==> src/rtl/gpio_pkg.sv <==
// Shared constants for the pin bank: register index map and bus address width.
// Assumes a single flat index space decoded by gpio_regfile.
package gpio_pkg;
    localparam int ADDR_W = 4;

    localparam logic [ADDR_W-1:0] IDX_OUT    = 4'd0;
    localparam logic [ADDR_W-1:0] IDX_DIR    = 4'd1;
    localparam logic [ADDR_W-1:0] IDX_BLINK  = 4'd2;
    localparam logic [ADDR_W-1:0] IDX_INV    = 4'd3;
    localparam logic [ADDR_W-1:0] IDX_LEVEL  = 4'd4;
    localparam logic [ADDR_W-1:0] IDX_PEND   = 4'd5;
    localparam logic [ADDR_W-1:0] IDX_EMASK  = 4'd6;
    localparam logic [ADDR_W-1:0] IDX_LMASK  = 4'd7;
    localparam logic [ADDR_W-1:0] IDX_PERIOD = 4'd8;
endpackage

==> src/rtl/gpio_sync_edge.sv <==
// Input path: two-stage synchronizer, per-pin inversion, rising-edge detect.
// Assumes pin_in is asynchronous to clk; inv may change at any cycle, and a
// change that lifts the corrected level counts as a rising edge.
module gpio_sync_edge #(
    parameter int NPIN = 32
) (
    input  logic            clk,
    input  logic            rst_n,
    input  logic [NPIN-1:0] pin_in,
    input  logic [NPIN-1:0] inv,
    output logic [NPIN-1:0] level,
    output logic [NPIN-1:0] rise
);
    logic [NPIN-1:0] meta_q;
    logic [NPIN-1:0] sync_q;
    logic [NPIN-1:0] last_q;

    // Two flops bring the raw pins into the clock domain.
    always_ff @(posedge clk) begin
        if (!rst_n) begin
            meta_q <= '0;
            sync_q <= '0;
        end else begin
            meta_q <= pin_in;
            sync_q <= meta_q;
        end
    end

    // Inversion applied once, shared by readback and interrupt logic.
    assign level = sync_q ^ inv;

    // Remember last corrected level for the edge compare.
    always_ff @(posedge clk) begin
        if (!rst_n) last_q <= '0;
        else        last_q <= level;
    end

    // Edge pulse per pin: corrected level was 0, is now 1.
    assign rise = level & ~last_q;


    sync_depth_chk: assert property (@(posedge clk) disable iff (!rst_n)
        $past(rst_n) |-> (sync_q == $past(meta_q)));
endmodule

==> src/rtl/gpio_blink_div.sv <==
// Blink phase generator: a counter wraps every PERIOD+1 cycles and flips a
// shared phase bit. A restart pulse (period write) zeroes the counter.
module gpio_blink_div #(
    parameter int DIV_W = 16
) (
    input  logic             clk,
    input  logic             rst_n,
    input  logic [DIV_W-1:0] period,
    input  logic             restart,
    output logic             phase
);
    logic [DIV_W-1:0] cnt_q;
    logic             phase_q;

    // Count up to the period, wrap and toggle the phase on wrap.
    always_ff @(posedge clk) begin
        if (!rst_n) begin
            cnt_q   <= '0;
            phase_q <= 1'b0;
        end else if (restart) begin
            cnt_q   <= '0;
        end else if (cnt_q == period) begin
            cnt_q   <= '0;
            phase_q <= ~phase_q;
        end else begin
            cnt_q   <= cnt_q + 1'b1;
        end
    end

    assign phase = phase_q;


    phase_wrap_chk: assert property (@(posedge clk) disable iff (!rst_n)
        (phase_q != $past(phase_q)) |-> ($past(cnt_q) == $past(period) && !$past(restart)));


    restart_zero_chk: assert property (@(posedge clk) disable iff (!rst_n)
        restart |=> (cnt_q == '0));
endmodule

==> src/rtl/gpio_regfile.sv <==
// Register file: configuration registers, sticky pending register, blink
// period and the combinational read mux. Assumes one write per cycle.
module gpio_regfile
    import gpio_pkg::*;
#(
    parameter int NPIN  = 32,
    parameter int DIV_W = 16
) (
    input  logic              clk,
    input  logic              rst_n,
    input  logic              bus_wr,
    input  logic [ADDR_W-1:0] bus_addr,
    input  logic [NPIN-1:0]   bus_wdata,
    input  logic [NPIN-1:0]   level,
    input  logic [NPIN-1:0]   rise,
    output logic [NPIN-1:0]   out_q,
    output logic [NPIN-1:0]   dir_q,
    output logic [NPIN-1:0]   blink_q,
    output logic [NPIN-1:0]   inv_q,
    output logic [NPIN-1:0]   emask_q,
    output logic [NPIN-1:0]   lmask_q,
    output logic [NPIN-1:0]   pend_q,
    output logic [DIV_W-1:0]  period_q,
    output logic              period_wr,
    output logic [NPIN-1:0]   bus_rdata
);
    localparam int PAD_W = NPIN - DIV_W;

    logic            wr_pend;
    logic [NPIN-1:0] pend_keep;
    logic [NPIN-1:0] pend_nxt;

    assign wr_pend   = bus_wr && (bus_addr == IDX_PEND);
    assign period_wr = bus_wr && (bus_addr == IDX_PERIOD);

    // Plain configuration registers, loaded on a matching write.
    always_ff @(posedge clk) begin
        if (!rst_n) begin
            out_q    <= '0;
            dir_q    <= '1;
            blink_q  <= '0;
            inv_q    <= '0;
            emask_q  <= '0;
            lmask_q  <= '0;
            period_q <= '0;
        end else if (bus_wr) begin
            case (bus_addr)
                IDX_OUT:    out_q    <= bus_wdata;
                IDX_DIR:    dir_q    <= bus_wdata;
                IDX_BLINK:  blink_q  <= bus_wdata;
                IDX_INV:    inv_q    <= bus_wdata;
                IDX_EMASK:  emask_q  <= bus_wdata;
                IDX_LMASK:  lmask_q  <= bus_wdata;
                IDX_PERIOD: period_q <= bus_wdata[DIV_W-1:0];
                default:    ;
            endcase
        end
    end

    // Pending update: write-0-to-clear, new edges override the clear.
    always_comb begin
        pend_keep = wr_pend ? bus_wdata : '1;
        pend_nxt  = (pend_q & pend_keep) | rise;
    end

    // Sticky pending register.
    always_ff @(posedge clk) begin
        if (!rst_n) pend_q <= '0;
        else        pend_q <= pend_nxt;
    end

    // Combinational read mux over the index space.
    always_comb begin
        case (bus_addr)
            IDX_OUT:    bus_rdata = out_q;
            IDX_DIR:    bus_rdata = dir_q;
            IDX_BLINK:  bus_rdata = blink_q;
            IDX_INV:    bus_rdata = inv_q;
            IDX_LEVEL:  bus_rdata = level;
            IDX_PEND:   bus_rdata = pend_q;
            IDX_EMASK:  bus_rdata = emask_q;
            IDX_LMASK:  bus_rdata = lmask_q;
            IDX_PERIOD: bus_rdata = {{PAD_W{1'b0}}, period_q};
            default:    bus_rdata = '0;
        endcase
    end


    edge_latch_chk: assert property (@(posedge clk) disable iff (!rst_n)
        (rise != '0) |=> ((pend_q & $past(rise)) == $past(rise)));


    pend_sticky_chk: assert property (@(posedge clk) disable iff (!rst_n)
        !wr_pend |=> (($past(pend_q) & ~pend_q) == '0));


    pend_clear_chk: assert property (@(posedge clk) disable iff (!rst_n)
        wr_pend |=> ((pend_q & ~$past(bus_wdata) & ~$past(rise)) == '0));
endmodule

==> src/rtl/gpio_bank.sv <==
// Top of the pin bank: ties the input path, blink divider and register file
// together, forms pad outputs and the merged interrupt. Pads and pin muxing
// are outside this block.
module gpio_bank
    import gpio_pkg::*;
#(
    parameter int NPIN  = 32,
    parameter int DIV_W = 16
) (
    input  logic              clk,
    input  logic              rst_n,
    input  logic              bus_wr,
    input  logic [ADDR_W-1:0] bus_addr,
    input  logic [NPIN-1:0]   bus_wdata,
    output logic [NPIN-1:0]   bus_rdata,
    input  logic [NPIN-1:0]   pin_in,
    output logic [NPIN-1:0]   pin_out,
    output logic [NPIN-1:0]   pin_oe,
    output logic              irq
);
    logic [NPIN-1:0]  level;
    logic [NPIN-1:0]  rise;
    logic [NPIN-1:0]  out_q, dir_q, blink_q, inv_q, emask_q, lmask_q, pend_q;
    logic [DIV_W-1:0] period_q;
    logic             period_wr;
    logic             phase;
    logic [NPIN-1:0]  flip;

    gpio_sync_edge #(.NPIN(NPIN)) u_in (
        .clk    (clk),
        .rst_n  (rst_n),
        .pin_in (pin_in),
        .inv    (inv_q),
        .level  (level),
        .rise   (rise)
    );

    gpio_blink_div #(.DIV_W(DIV_W)) u_blink (
        .clk     (clk),
        .rst_n   (rst_n),
        .period  (period_q),
        .restart (period_wr),
        .phase   (phase)
    );

    gpio_regfile #(.NPIN(NPIN), .DIV_W(DIV_W)) u_regs (
        .clk       (clk),
        .rst_n     (rst_n),
        .bus_wr    (bus_wr),
        .bus_addr  (bus_addr),
        .bus_wdata (bus_wdata),
        .level     (level),
        .rise      (rise),
        .out_q     (out_q),
        .dir_q     (dir_q),
        .blink_q   (blink_q),
        .inv_q     (inv_q),
        .emask_q   (emask_q),
        .lmask_q   (lmask_q),
        .pend_q    (pend_q),
        .period_q  (period_q),
        .period_wr (period_wr),
        .bus_rdata (bus_rdata)
    );

    // Pad side: drive enable is the inverse of the input-select bit.
    assign pin_oe = ~dir_q;

    // Blinking output pins follow the shared phase.
    assign flip    = blink_q & ~dir_q & {NPIN{phase}};
    assign pin_out = out_q ^ flip;

    // One interrupt from masked pending edges and masked levels.
    assign irq = |((pend_q & emask_q) | (level & lmask_q));


    dir_apply_chk: assert property (@(posedge clk) disable iff (!rst_n)
        (bus_wr && bus_addr == IDX_DIR) |=> (pin_oe == ~$past(bus_wdata)));


    no_mask_no_irq_chk: assert property (@(posedge clk) disable iff (!rst_n)
        (emask_q == '0 && lmask_q == '0) |-> !irq);


    hold_when_steady_chk: assert property (@(posedge clk) disable iff (!rst_n)
        (blink_q == '0 && $past(blink_q) == '0 && $stable(out_q)) |-> $stable(pin_out));
endmodule

==> config.mk <==
export PLATFORM = sky130hd
export DESIGN_NAME = gpio_bank
export DESIGN_NICKNAME = d
export VERILOG_FILES = /design/src/rtl/gpio_pkg.sv /design/src/rtl/gpio_sync_edge.sv /design/src/rtl/gpio_blink_div.sv /design/src/rtl/gpio_regfile.sv /design/src/rtl/gpio_bank.sv
export SDC_FILE = /design/constraint.sdc
export NUM_CORES = 1
export LEC_CHECK = 0
export BUFFER_PORTS_ARGS = -buffer_cell sky130_fd_sc_hd__buf_2
export CAP_MARGIN = 25
export CELL_PAD_IN_SITES_DETAIL_PLACEMENT = 0
export CELL_PAD_IN_SITES_GLOBAL_PLACEMENT = 1
export CORE_MARGIN = 4
export CORE_UTILIZATION = 48
export CTS_CLUSTER_DIAMETER = 120
export DETAILED_ROUTE_END_ITERATION = 6
export GPL_TIMING_DRIVEN = 0
export HOLD_SLACK_MARGIN = 0.15
export PLACE_DENSITY_LB_ADDON = 0.1
export SLEW_MARGIN = 15
export SYNTH_ARGS = -nofsm -noshare
export SYNTH_HDL_FRONTEND = slang
export SYNTH_HIERARCHICAL = 1
export SYNTH_SLANG_ARGS = --single-unit
==> constraint.sdc <==
create_clock -name clk -period 2.65 [get_ports clk]
set_input_delay 0.265 -clock clk [delete_from_list [all_inputs] [get_ports clk]]
set_output_delay 0.265 -clock clk [all_outputs]
set_load 0.03 [all_outputs]
==> summary.txt <==
Clocking
  • CTS Buf Count: 39
  • CTS Buffer Depth: 3
  • Clock Root Buffer: clkbuf_16
  • CTS tree: built
  • Sink Count: about 350
  • Clk_lat worst skew: roughly 540 ps
  • CTS HTree Levels: 2
  • Reg clk slew, reported paths: 60 ps

STA
  • RSZ-0062 raised after global routing: true
  • # setup viols final: 6
  • Max Clock Skew: between 10 and 15 ps
  • Fin. max-slew vios: 0
  • Slew HR: between 20% and 30%
  • Fin. Hold Viols: 0
  • F_max: 358.3 MHz
  • Worst-margin pin slew: ~1200 ps
  • Final Worst Setup Slack: -141.1 ps
  • Final Critical Period: ~2800 ps
  • Final worst path period share: 105.3%

Power
  • Pwr Density: around 650 nW/um^2
  • VDD IR max: approximately 0.58 mV
  • Leak: between 8 and 9 nW

Critical path
  • CP Class: flop to output port
  • Startpoint class of the critical path: flop
  • Worst Path Arrival: 2530 ps
  • Critical path endpoint category: output port
  • CP required: ~2400 ps
  • Crit Path Max Fanout: 4

Die
  • Chip height: approximately 190 um
  • Core footprint: 32700 um^2
  • Core Rows: between 60 and 70
  • Die W: 190.4 um
  • DIE AREA: approximately 36000 um^2
  • Top Ports: 168
  • Initial Util: 48.85%

Global route
  • Vias in the first global route: 14300
  • Global router's overall resource usage: roughly 36%
  • Initial antenna violation count: 4
  • Met1 GRT Util: about half
  • GRT overflow: 0
  • GR Util met2: between 50 and 60%
  • Met3 Use GR: 8.019%
  • GR peak layer: met2
  • First-pass GRT wire length: 96.07 mm
  • Largest net degree at the start of global routing: 15

Synthesis
  • Cell with the most instances after synthesis: nand2_1
  • Synth area leader: dfxtp_1
  • Synth warn: 6
  • Cells after Synth: approximately 1800
  • Seq cells post-synth: between 300 and 400
  • Post-synth cell types: 58
  • Synth top cells by count: nand2_1 (439), dfxtp_1 (353), a21boi_0 (112), and2_1 (98), nand3_1 (82)
  • Post-synth EDFFs: 0
  • Syn_area_per_cell: just under 9 um^2
  • Register area share after synthesis: around 44%
  • Synth Net Count: 1907
  • Mapped Area: approximately 16000 um^2
  • FFs w/ async S/R, synth: 0%
  • Share of the synthesized area in the top cell type: between 40% and 50%
  • Synth top area cells: dfxtp_1 (44%), nand2_1 (10%), a21boi_0 (5.3%), mux2i_1 (4.1%), and2_1 (3.8%)
  • Main flop type after synthesis: dfxtp_1

Placed design
  • IO buf count: 151
  • Hpwl dp: slightly below 50 mm
  • Routability cong.: just under 1
  • Dpl cell area: 17280 um^2
  • Pre-CTS WS: -192.4 ps

Drt
  • Drt drc: 0
  • Wirelength per Cell: 26.21 um
  • 1st-iter DRT viols: about 1900
  • Drt first pass iters: 5
  • Total Wirelength: 67.18 mm
  • ANT nets after route: 0
  • Via count: between 15000 and 20000
  • Post-DR vias/cell: roughly 5.9

Run status
  • Failing checks: setup timing
  • Status: complete, but fails checks

Finish
  • P&R area growth vs syn: 21.75%
  • Core Util, Final: roughly three fifths
  • Share of cells above drive strength 1: 16.37%
  • Final instance area: 19450 um^2
  • Final #Nets: around 2200

Run
  • Max-cap violations: 0

Min path
  • HP Class: input port to flop
-- where the power goes --
group | switching (W) | internal [W] | leakage, nW
clock network | 0.00222 | 0.00345 | 0.646
logic | 0.000851 | 0.000449 | 4.66
registers | 0.000142 | 0.00545 | 2.87
total | 0.00321 | 0.00936 | 8.18
-- worst max-delay path, cell delays in order (launching register included) --
cell and delay, ps:
dfxtp_4 370, xor2_4 210, a22o_1 260, a221oi_4 270
nand4_1 130, or4_4 580, buf_6 160
-- layout by cell type, fill, tap and decap left out, drive strengths merged, types with 12 or more instances in the layout --
cell type,instances
a22o,25
o21a,67
dfxtp,353
a221oi,22
nand2,439
a22oi,39
o221ai,19
dlygate4sd3,64
xor2,58
mux2i,66
buf,239
nor2b,41
nor2,28
a21boi,178
and2,98
inv,38
o22a,12
nand3,85
xnor2,36
clkbuf,105
-- routing by layer --
layer  wire length (um)  share of wire (%)
met5                 13              0.019
met4               2825                4.2
met3               7544                 11
met2              29750                 44
met1              27050                 40
-- flip-flops by register name, summed over array words and instances, names as in the netlist --
name	flops
u_regs/pend_q	32
u_blink/phase	1
u_regs/blink_q	32
u_in/last_q	32
u_regs/dir_q	32
u_in/meta_q	32
u_regs/out_q	32
u_regs/emask_q	32
u_regs/lmask_q	32
u_regs/period_q	16
u_blink/cnt_q	16
u_in/sync_q	32
u_regs/inv_q	32
-- stage by stage --
stage	hold slack (ps)	std cells	total power (W)	TNS, ps
after global routing	215.8	2562	0.01293	-211.6
after CTS	218.9	2562	0.01258	-156.9
after global placement	414.9	2428	0.006854	-1507
final	234.7	2563	0.01257	-372.4
after floorplan	386.7	1835	0.006326	0
after detailed placement	421.3	2428	0.006869	-1592
-- timing repair --
action,in CTS,in global routing
resized for setup,23,21
endpoints found under the setup margin,21,30
buffers inserted,1,0
pin swaps,7,5
endpoints found under the hold margin,247,0
hold buffers,64,0
gates cloned,0,0
-- final cells by class --
class	count	area (um^2)
multi-input cells	1307	8227
well taps	442	553.0
diodes	1	2.502
flip-flops and latches	353	7078
fillers	2996	13250
inverters	38	142.6
clock inverters	14	202.7
plain buffers	136	696.9
clock buffers	55	1129
repair buffers	217	1418
-- path summary, 6_finish.rpt --
check        slack [ps]                end  cells past startpoint                 from
max                -140                irq                      6       u_in/sync_q[7]
min                 230      u_blink/phase                      2                rst_n
max reg2reg         820  u_blink/cnt_q[10]                      6  u_regs/period_q[15]
min reg2reg         430    u_in/sync_q[10]                      1      u_in/meta_q[10]
-- kinds of logic after synthesis --
group,count (synthesis),synth area share [%]
multiplexers,68,4.347
AO/OA/AOI/OAI,404,19.82
buffers and inverters,175,5.170
adder cells (fa/ha/maj),1,0.07831
AND/OR/NAND/NOR,740,21.19
flip-flops,353,44.24
XOR/XNOR,94,5.154
Note: power is estimated with default switching activity, not from simulation.
